--- src/rtl/pis_pkg.sv ---
package pis_pkg;

  typedef enum logic [1:0] {
    SENSE_LVL_LOW = 2'd0,
    SENSE_FALL    = 2'd1,
    SENSE_RISE    = 2'd2,
    SENSE_BOTH    = 2'd3
  } sense_e;

  localparam logic [19:0] DEF_STAT_OFS  = 20'h00010;
  localparam logic [19:0] DEF_SENSE_OFS = 20'h00014;
  localparam logic [19:0] DEF_MASK_OFS  = 20'h10010;

endpackage

--- src/rtl/pis_sync.sv ---
module pis_sync #(
  parameter int unsigned W = 8,
  parameter logic        RST_VAL = 1'b1
) (
  input  logic         clk,
  input  logic         rst_n,
  input  logic [W-1:0] d_i,
  output logic [W-1:0] q_o
);

  logic [W-1:0] meta_q;
  logic [W-1:0] sync_q;

  always_ff @(posedge clk or negedge rst_n) begin
    if (!rst_n) begin
      meta_q <= {W{RST_VAL}};
      sync_q <= {W{RST_VAL}};
    end else begin
      meta_q <= d_i;
      sync_q <= meta_q;
    end
  end

  assign q_o = sync_q;

endmodule

--- src/rtl/pis_lane.sv ---
module pis_lane
  import pis_pkg::*;
(
  input  logic   clk,
  input  logic   rst_n,
  input  logic   sync_i,
  input  sense_e sense_i,
  input  logic   clr_i,
  output logic   status_o
);

  logic prev_q;
  logic status_q;
  logic evt;
  logic status_d;

  always_comb begin
    unique case (sense_i)
      SENSE_FALL: evt = prev_q & ~sync_i;
      SENSE_RISE: evt = ~prev_q & sync_i;
      SENSE_BOTH: evt = prev_q ^ sync_i;
      default:    evt = 1'b0;
    endcase
  end

  always_comb begin
    if (sense_i == SENSE_LVL_LOW) status_d = ~sync_i;
    else                          status_d = evt | (status_q & ~clr_i);
  end

  always_ff @(posedge clk or negedge rst_n) begin
    if (!rst_n) begin
      prev_q   <= 1'b1;
      status_q <= 1'b0;
    end else begin
      prev_q   <= sync_i;
      status_q <= status_d;
    end
  end

  assign status_o = status_q;

endmodule

--- src/rtl/pis_regs.sv ---
module pis_regs #(
  parameter int unsigned N_PINS    = 8,
  parameter int unsigned ADDR_W    = 20,
  parameter int unsigned DATA_W    = 32,
  parameter logic [ADDR_W-1:0] STAT_OFS  = ADDR_W'(20'h00010),
  parameter logic [ADDR_W-1:0] SENSE_OFS = ADDR_W'(20'h00014),
  parameter logic [ADDR_W-1:0] MASK_OFS  = ADDR_W'(20'h10010)
) (
  input  logic                clk,
  input  logic                rst_n,
  input  logic [ADDR_W-1:0]   bus_addr,
  input  logic                bus_we,
  input  logic [DATA_W-1:0]   bus_wdata,
  input  logic [N_PINS-1:0]   status_i,
  output logic [DATA_W-1:0]   bus_rdata,
  output logic [2*N_PINS-1:0] sense_o,
  output logic [N_PINS-1:0]   mask_o,
  output logic [N_PINS-1:0]   clr_o
);

  localparam int unsigned SW = 2 * N_PINS;

  logic [SW-1:0]     sense_q;
  logic [N_PINS-1:0] mask_q;
  logic              hit_stat, hit_sense, hit_mask;
  logic              unused_wdata;

  assign hit_stat  = (bus_addr == STAT_OFS);
  assign hit_sense = (bus_addr == SENSE_OFS);
  assign hit_mask  = (bus_addr == MASK_OFS);
  assign unused_wdata = ^bus_wdata[DATA_W-1:SW];

  always_ff @(posedge clk or negedge rst_n) begin
    if (!rst_n) begin
      sense_q <= '0;
      mask_q  <= '0;
    end else if (bus_we) begin
      if (hit_sense) sense_q <= bus_wdata[SW-1:0];
      if (hit_mask)  mask_q  <= bus_wdata[N_PINS-1:0];
    end
  end

  assign clr_o = (bus_we && hit_stat) ? ~bus_wdata[N_PINS-1:0] : '0;

  always_comb begin
    bus_rdata = '0;
    if (hit_stat)       bus_rdata[N_PINS-1:0] = status_i;
    else if (hit_sense) bus_rdata[SW-1:0]     = sense_q;
    else if (hit_mask)  bus_rdata[N_PINS-1:0] = mask_q;
  end

  assign sense_o = sense_q;
  assign mask_o  = mask_q;

endmodule

--- src/rtl/pin_irq_sense.sv ---
module pin_irq_sense
  import pis_pkg::*;
#(
  parameter int unsigned N_PINS = 8,
  parameter int unsigned ADDR_W = 20,
  parameter int unsigned DATA_W = 32
) (
  input  logic              clk,
  input  logic              rst_n,
  input  logic [N_PINS-1:0] pin_i,
  input  logic [ADDR_W-1:0] bus_addr,
  input  logic              bus_we,
  input  logic [DATA_W-1:0] bus_wdata,
  output logic [DATA_W-1:0] bus_rdata,
  output logic [N_PINS-1:0] irq_req_o
);

  localparam int unsigned SW = 2 * N_PINS;

  logic [N_PINS-1:0] pin_sync;
  logic [N_PINS-1:0] status_vec;
  logic [N_PINS-1:0] mask_vec;
  logic [N_PINS-1:0] clr_vec;
  logic [SW-1:0]     sense_vec;

  pis_sync #(.W(N_PINS), .RST_VAL(1'b1)) u_sync (
    .clk   (clk),
    .rst_n (rst_n),
    .d_i   (pin_i),
    .q_o   (pin_sync)
  );

  pis_regs #(
    .N_PINS    (N_PINS),
    .ADDR_W    (ADDR_W),
    .DATA_W    (DATA_W),
    .STAT_OFS  (ADDR_W'(DEF_STAT_OFS)),
    .SENSE_OFS (ADDR_W'(DEF_SENSE_OFS)),
    .MASK_OFS  (ADDR_W'(DEF_MASK_OFS))
  ) u_regs (
    .clk       (clk),
    .rst_n     (rst_n),
    .bus_addr  (bus_addr),
    .bus_we    (bus_we),
    .bus_wdata (bus_wdata),
    .status_i  (status_vec),
    .bus_rdata (bus_rdata),
    .sense_o   (sense_vec),
    .mask_o    (mask_vec),
    .clr_o     (clr_vec)
  );

  for (genvar i = 0; i < N_PINS; i++) begin : g_lane
    pis_lane u_lane (
      .clk      (clk),
      .rst_n    (rst_n),
      .sync_i   (pin_sync[i]),
      .sense_i  (sense_e'(sense_vec[2*i +: 2])),
      .clr_i    (clr_vec[i]),
      .status_o (status_vec[i])
    );
  end

  assign irq_req_o = status_vec & ~mask_vec;

endmodule

--- config.mk ---
export PLATFORM = sky130hd
export DESIGN_NAME = pin_irq_sense
export DESIGN_NICKNAME = d
export VERILOG_FILES = /design/src/rtl/pis_pkg.sv /design/src/rtl/pis_sync.sv /design/src/rtl/pis_lane.sv /design/src/rtl/pis_regs.sv /design/src/rtl/pin_irq_sense.sv
export SDC_FILE = /design/constraint.sdc
export NUM_CORES = 1
export LEC_CHECK = 0
export BUFFER_PORTS_ARGS = -buffer_cell sky130_fd_sc_hd__buf_2
export CAP_MARGIN = 20
export CORE_MARGIN = 2
export CORE_UTILIZATION = 38
export DETAILED_ROUTE_END_ITERATION = 8
export GPL_TIMING_DRIVEN = 0
export PLACE_DENSITY_LB_ADDON = 0.05
export SLEW_MARGIN = 10
export SYNTH_ARGS = -nofsm -noshare
export SYNTH_HDL_FRONTEND = slang
export SYNTH_SLANG_ARGS = --single-unit
--- constraint.sdc ---
create_clock -name clk -period 1.3 [get_ports clk]
set_input_delay 0.065 -clock clk [delete_from_list [all_inputs] [get_ports clk]]
set_output_delay 0.065 -clock clk [all_outputs]
set_load 0.05 [all_outputs]
==> impl_metrics.env <==
export IMPL_run_status="complete, but fails checks"
export IMPL_violations="setup timing"
export IMPL_drc=0
export IMPL_vias_per_cell=4.84
export IMPL_final_util_pct=62.6
export IMPL_muxShareOfSynthArea_pct=10.1
export IMPL_vias=2479
export IMPL_layout_drive_gt1_share_pct=59.3
export IMPL_power_leakage_nw=2.17
export IMPL_start_util_pct=39.4
export IMPL_rsz0062_at_grt="yes"
export IMPL_die_h_um=93.8
export IMPL_hpwl_mm=4.93
export IMPL_wire_per_inst_um=15.6
export IMPL_pwr_share_seq_pct=55.0
export IMPL_p_sw_share_pct=27.0
export IMPL_clock_root_buffer="clkbuf_8"
export IMPL_cp_arrival_ns=1.48
export IMPL_dieArea_um2=8790
export IMPL_r2r_cells=6
export IMPL_dpl_cell_area_um2=3840
export IMPL_synth_xor_area_share_pct=0
export IMPL_drv_slew=0
export IMPL_met3_usage_pct=3.29
export IMPL_worstHoldPathCells=2
export IMPL_globalRoute_busiestLayer="met2"
export IMPL_synth_simple_area_share_pct=20.4
export IMPL_crit_path_end_kind="output port"
export IMPL_yosysSeqAreaShare_pct=46.8
export IMPL_wirelength_mm=7.97
export IMPL_clockBufferDepth=2
export IMPL_hold_viol=0
export IMPL_ios=103
export IMPL_grt_util_met2_pct=31.6
export IMPL_holdWs_ns=0.0252
export IMPL_cts_max_level=2
export IMPL_fmax_ghz=0.647
export IMPL_hold_path_class="in -> reg"
export IMPL_clk_insertion_delay_late_ns=0.30
export IMPL_pwr_share_comb_pct=18.0
export IMPL_grt_antenna_before_repair=0
export IMPL_synth_top_family_by_area="simple AND/OR/NAND/NOR gates"
export IMPL_fin_area_um2=4860
export IMPL_io_buffers=69
export IMPL_synth_compound_area_share_pct=7.27
export IMPL_grt_overflow_total=0
export IMPL_seq_area_um2=1430
export IMPL_layout_min_cycle_time_ns=1.55
export IMPL_gr_usage_all_layers_pct=18.4
export IMPL_drtAntennaViolNets=0
export IMPL_grt_pass1_vias=2457
export IMPL_worst_setup_path_type="in -> out"
export IMPL_startpoint="bus_addr[0]"
export IMPL_fin_setup_tns_ns=-4.71
export IMPL_nNetsFinal=488
export IMPL_use_met1_pct=24.4
export IMPL_hp_start="bus_wdata[5]"
export IMPL_power_mw=3.40
export IMPL_path_clk_slew_ns=0.09
export IMPL_numCtsBuffers=5
export IMPL_synthAdderAreaFrac_pct=6.54
export IMPL_cp_required_ns=1.24
export IMPL_synth_seq_cells=56
export IMPL_cp_start_kind="input pin"
export IMPL_die_x_um=93.8
export IMPL_switchingPower_mw=0.918
export IMPL_power_frac_clock_pct=27.0
export IMPL_powerDensity_nw_per_um2=699
export IMPL_fill_cells=664
export IMPL_slew_limit_headroom_pct=51.5
export IMPL_fin_crit_sh_pct=119
export IMPL_diodes=0
export IMPL_finalClockSkew_ns=0.00293
export IMPL_cts_sinks=56
export IMPL_cap_violations=0
export IMPL_synthToLayoutAreaGrowth_pct=58.7
export IMPL_dr_pass1_iters=4
export IMPL_tightest_slew_ns=0.727
export IMPL_netlist_instances=271
export IMPL_final_cell_mix="buf_2, buf_4, dfrtp_1"
export IMPL_ys_warn_count=0
export IMPL_avgSynthCellArea_um2=11.3
export IMPL_r2r_start="g_lane[1].u_lane.prev_q$_DFF_PN1_"
export IMPL_final_common_cell="buf_2"
export IMPL_syn_cell_area_um2=3060
export IMPL_peakVddDrop_mv=0.626
export IMPL_drt_iter0_markers=88
export IMPL_coreArea_um2=7770
export IMPL_multiInputGateArea_um2=1930
export IMPL_setup_ws_ns=-0.246
export IMPL_setup_viol=41
export IMPL_worstPathMaxFanout=7
export IMPL_rows=32
export IMPL_synth_distinct_cells=39
export IMPL_gp_congestion=0.693
export IMPL_grt_max_degree=57
export IMPL_grt_pass1_wl_mm=12.4
export IMPL_cts_tree="built"
export IMPL_power_report_internal_total_mw=2.48
==> critical path, cell delays in order <==
cell and delay (ns):
buf_6 0.10, nor4b_4 0.28, and4_1 0.26, buf_6 0.16, nand3b_1 0.14, buf_6 0.19, a2bb2oi_4 0.15, buf_8 0.15
==> kinds of logic after synthesis <==
logic type,Yosys count
AND/OR/NAND/NOR,98
flip-flops,56
buffers and inverters,42
AO/OA/AOI/OAI,34
multiplexers,24
adder cells (fa/ha/maj),16
other,1
==> sequential cells by signal (all words and copies together) (netlist names) <==
name and count:
u_sync.q_o 8, g_lane.u_lane.status_o 8, g_lane.u_lane.prev_q 8, u_sync.meta_q 8, u_regs.mask_o 8, u_regs.sense_o 16
==> synth_stat cells (all sizes together) <==
cell type | instances | share of area [%]
nor4b | 1 | 0.29
inv | 16 | 2.0
nand2b | 26 | 5.3
nor3b | 2 | 0.49
ha | 16 | 6.5
and4 | 3 | 0.90
nor2b | 8 | 1.6
and3b | 1 | 0.29
dfrtp | 32 | 26
conb | 1 | 0.12
a21o | 2 | 0.49
dfstp | 24 | 21
and3 | 9 | 2.0
clkbuf | 3 | 0.69
a21oi | 1 | 0.16
nor3 | 3 | 0.86
nand3 | 22 | 3.6
mux2 | 24 | 10
nand4 | 1 | 0.20
o21ai | 16 | 2.6
a2bb2oi | 8 | 2.3
nand4b | 8 | 2.3
nand3b | 1 | 0.25
nor4 | 3 | 1.1
nand2 | 2 | 0.25
buf | 23 | 6.2
nor2 | 8 | 0.98
a22oi | 7 | 1.7
==> power groups by stage <==
stage / Clock (mW) / Sequential, mW / Combinational, mW
floorplan: 0 / 1.88 / 0.305
global placement: 0 / 1.89 / 0.467
detailed placement: 0 / 1.90 / 0.473
CTS: 0.975 / 1.87 / 0.574
global route: 1.04 / 1.88 / 0.663
finish: 0.917 / 1.87 / 0.613
==> through the flow <==
| stage | cells | setup slack, ns |
|---|---|---|
| 2_1_floorplan | 286 | -0.330 |
| 3_3_place_gp | 457 | -1.01 |
| 3_5_place_dp | 457 | -0.998 |
| 4_1_cts | 503 | -0.231 |
| 5_1_grt | 512 | -0.312 |
| 6_report | 512 | -0.246 |
==> final cells by class <==
type	count	area share, %
inverter	16	1.24
tap	102	2.63
multi-input combinational	188	39.8
sequential	56	29.5
clock inverter	1	0.103
buffer	25	4.94
clock buffer	7	1.57
timing repair buffer	117	20.3
==> layer usage <==
layer  share of wire (%)  wire length, um
met5                   0                0
met4                0.54               43
met3                 5.2              416
met2                  50             3980
met1                  44             3520
==> path summary, 6_finish.rpt <==
| path | to | slack (ns) |
|---|---|---|
| worst max-delay path | bus_rdata[7] | -0.25 |
| worst min-delay path | u_regs.sense_o[5]$_DFFE_PN0P_ | 0.03 |
| worst max register to register | g_lane[1].u_lane.status_o$_DFF_PN0_ | -0.01 |
| worst min register to register | u_sync.q_o[3]$_DFF_PN1_ | 0.36 |
| max in group asynchronous | u_regs.sense_o[6]$_DFFE_PN0P_ | 0.47 |
| min in group asynchronous | u_regs.sense_o[10]$_DFFE_PN0P_ | 0.37 |
==> what timing repair did <==
action / CTS / global route
hold buffers: 17 / 0
pin swaps: 31 / 25
setup endpoints to repair: 48 / 50
buffers inserted: 19 / 11
gates resized for setup: 90 / 41
endpoints found under the hold margin: 48 / 0
cloned: 2 / 0
(Power assumes the default switching activity.)
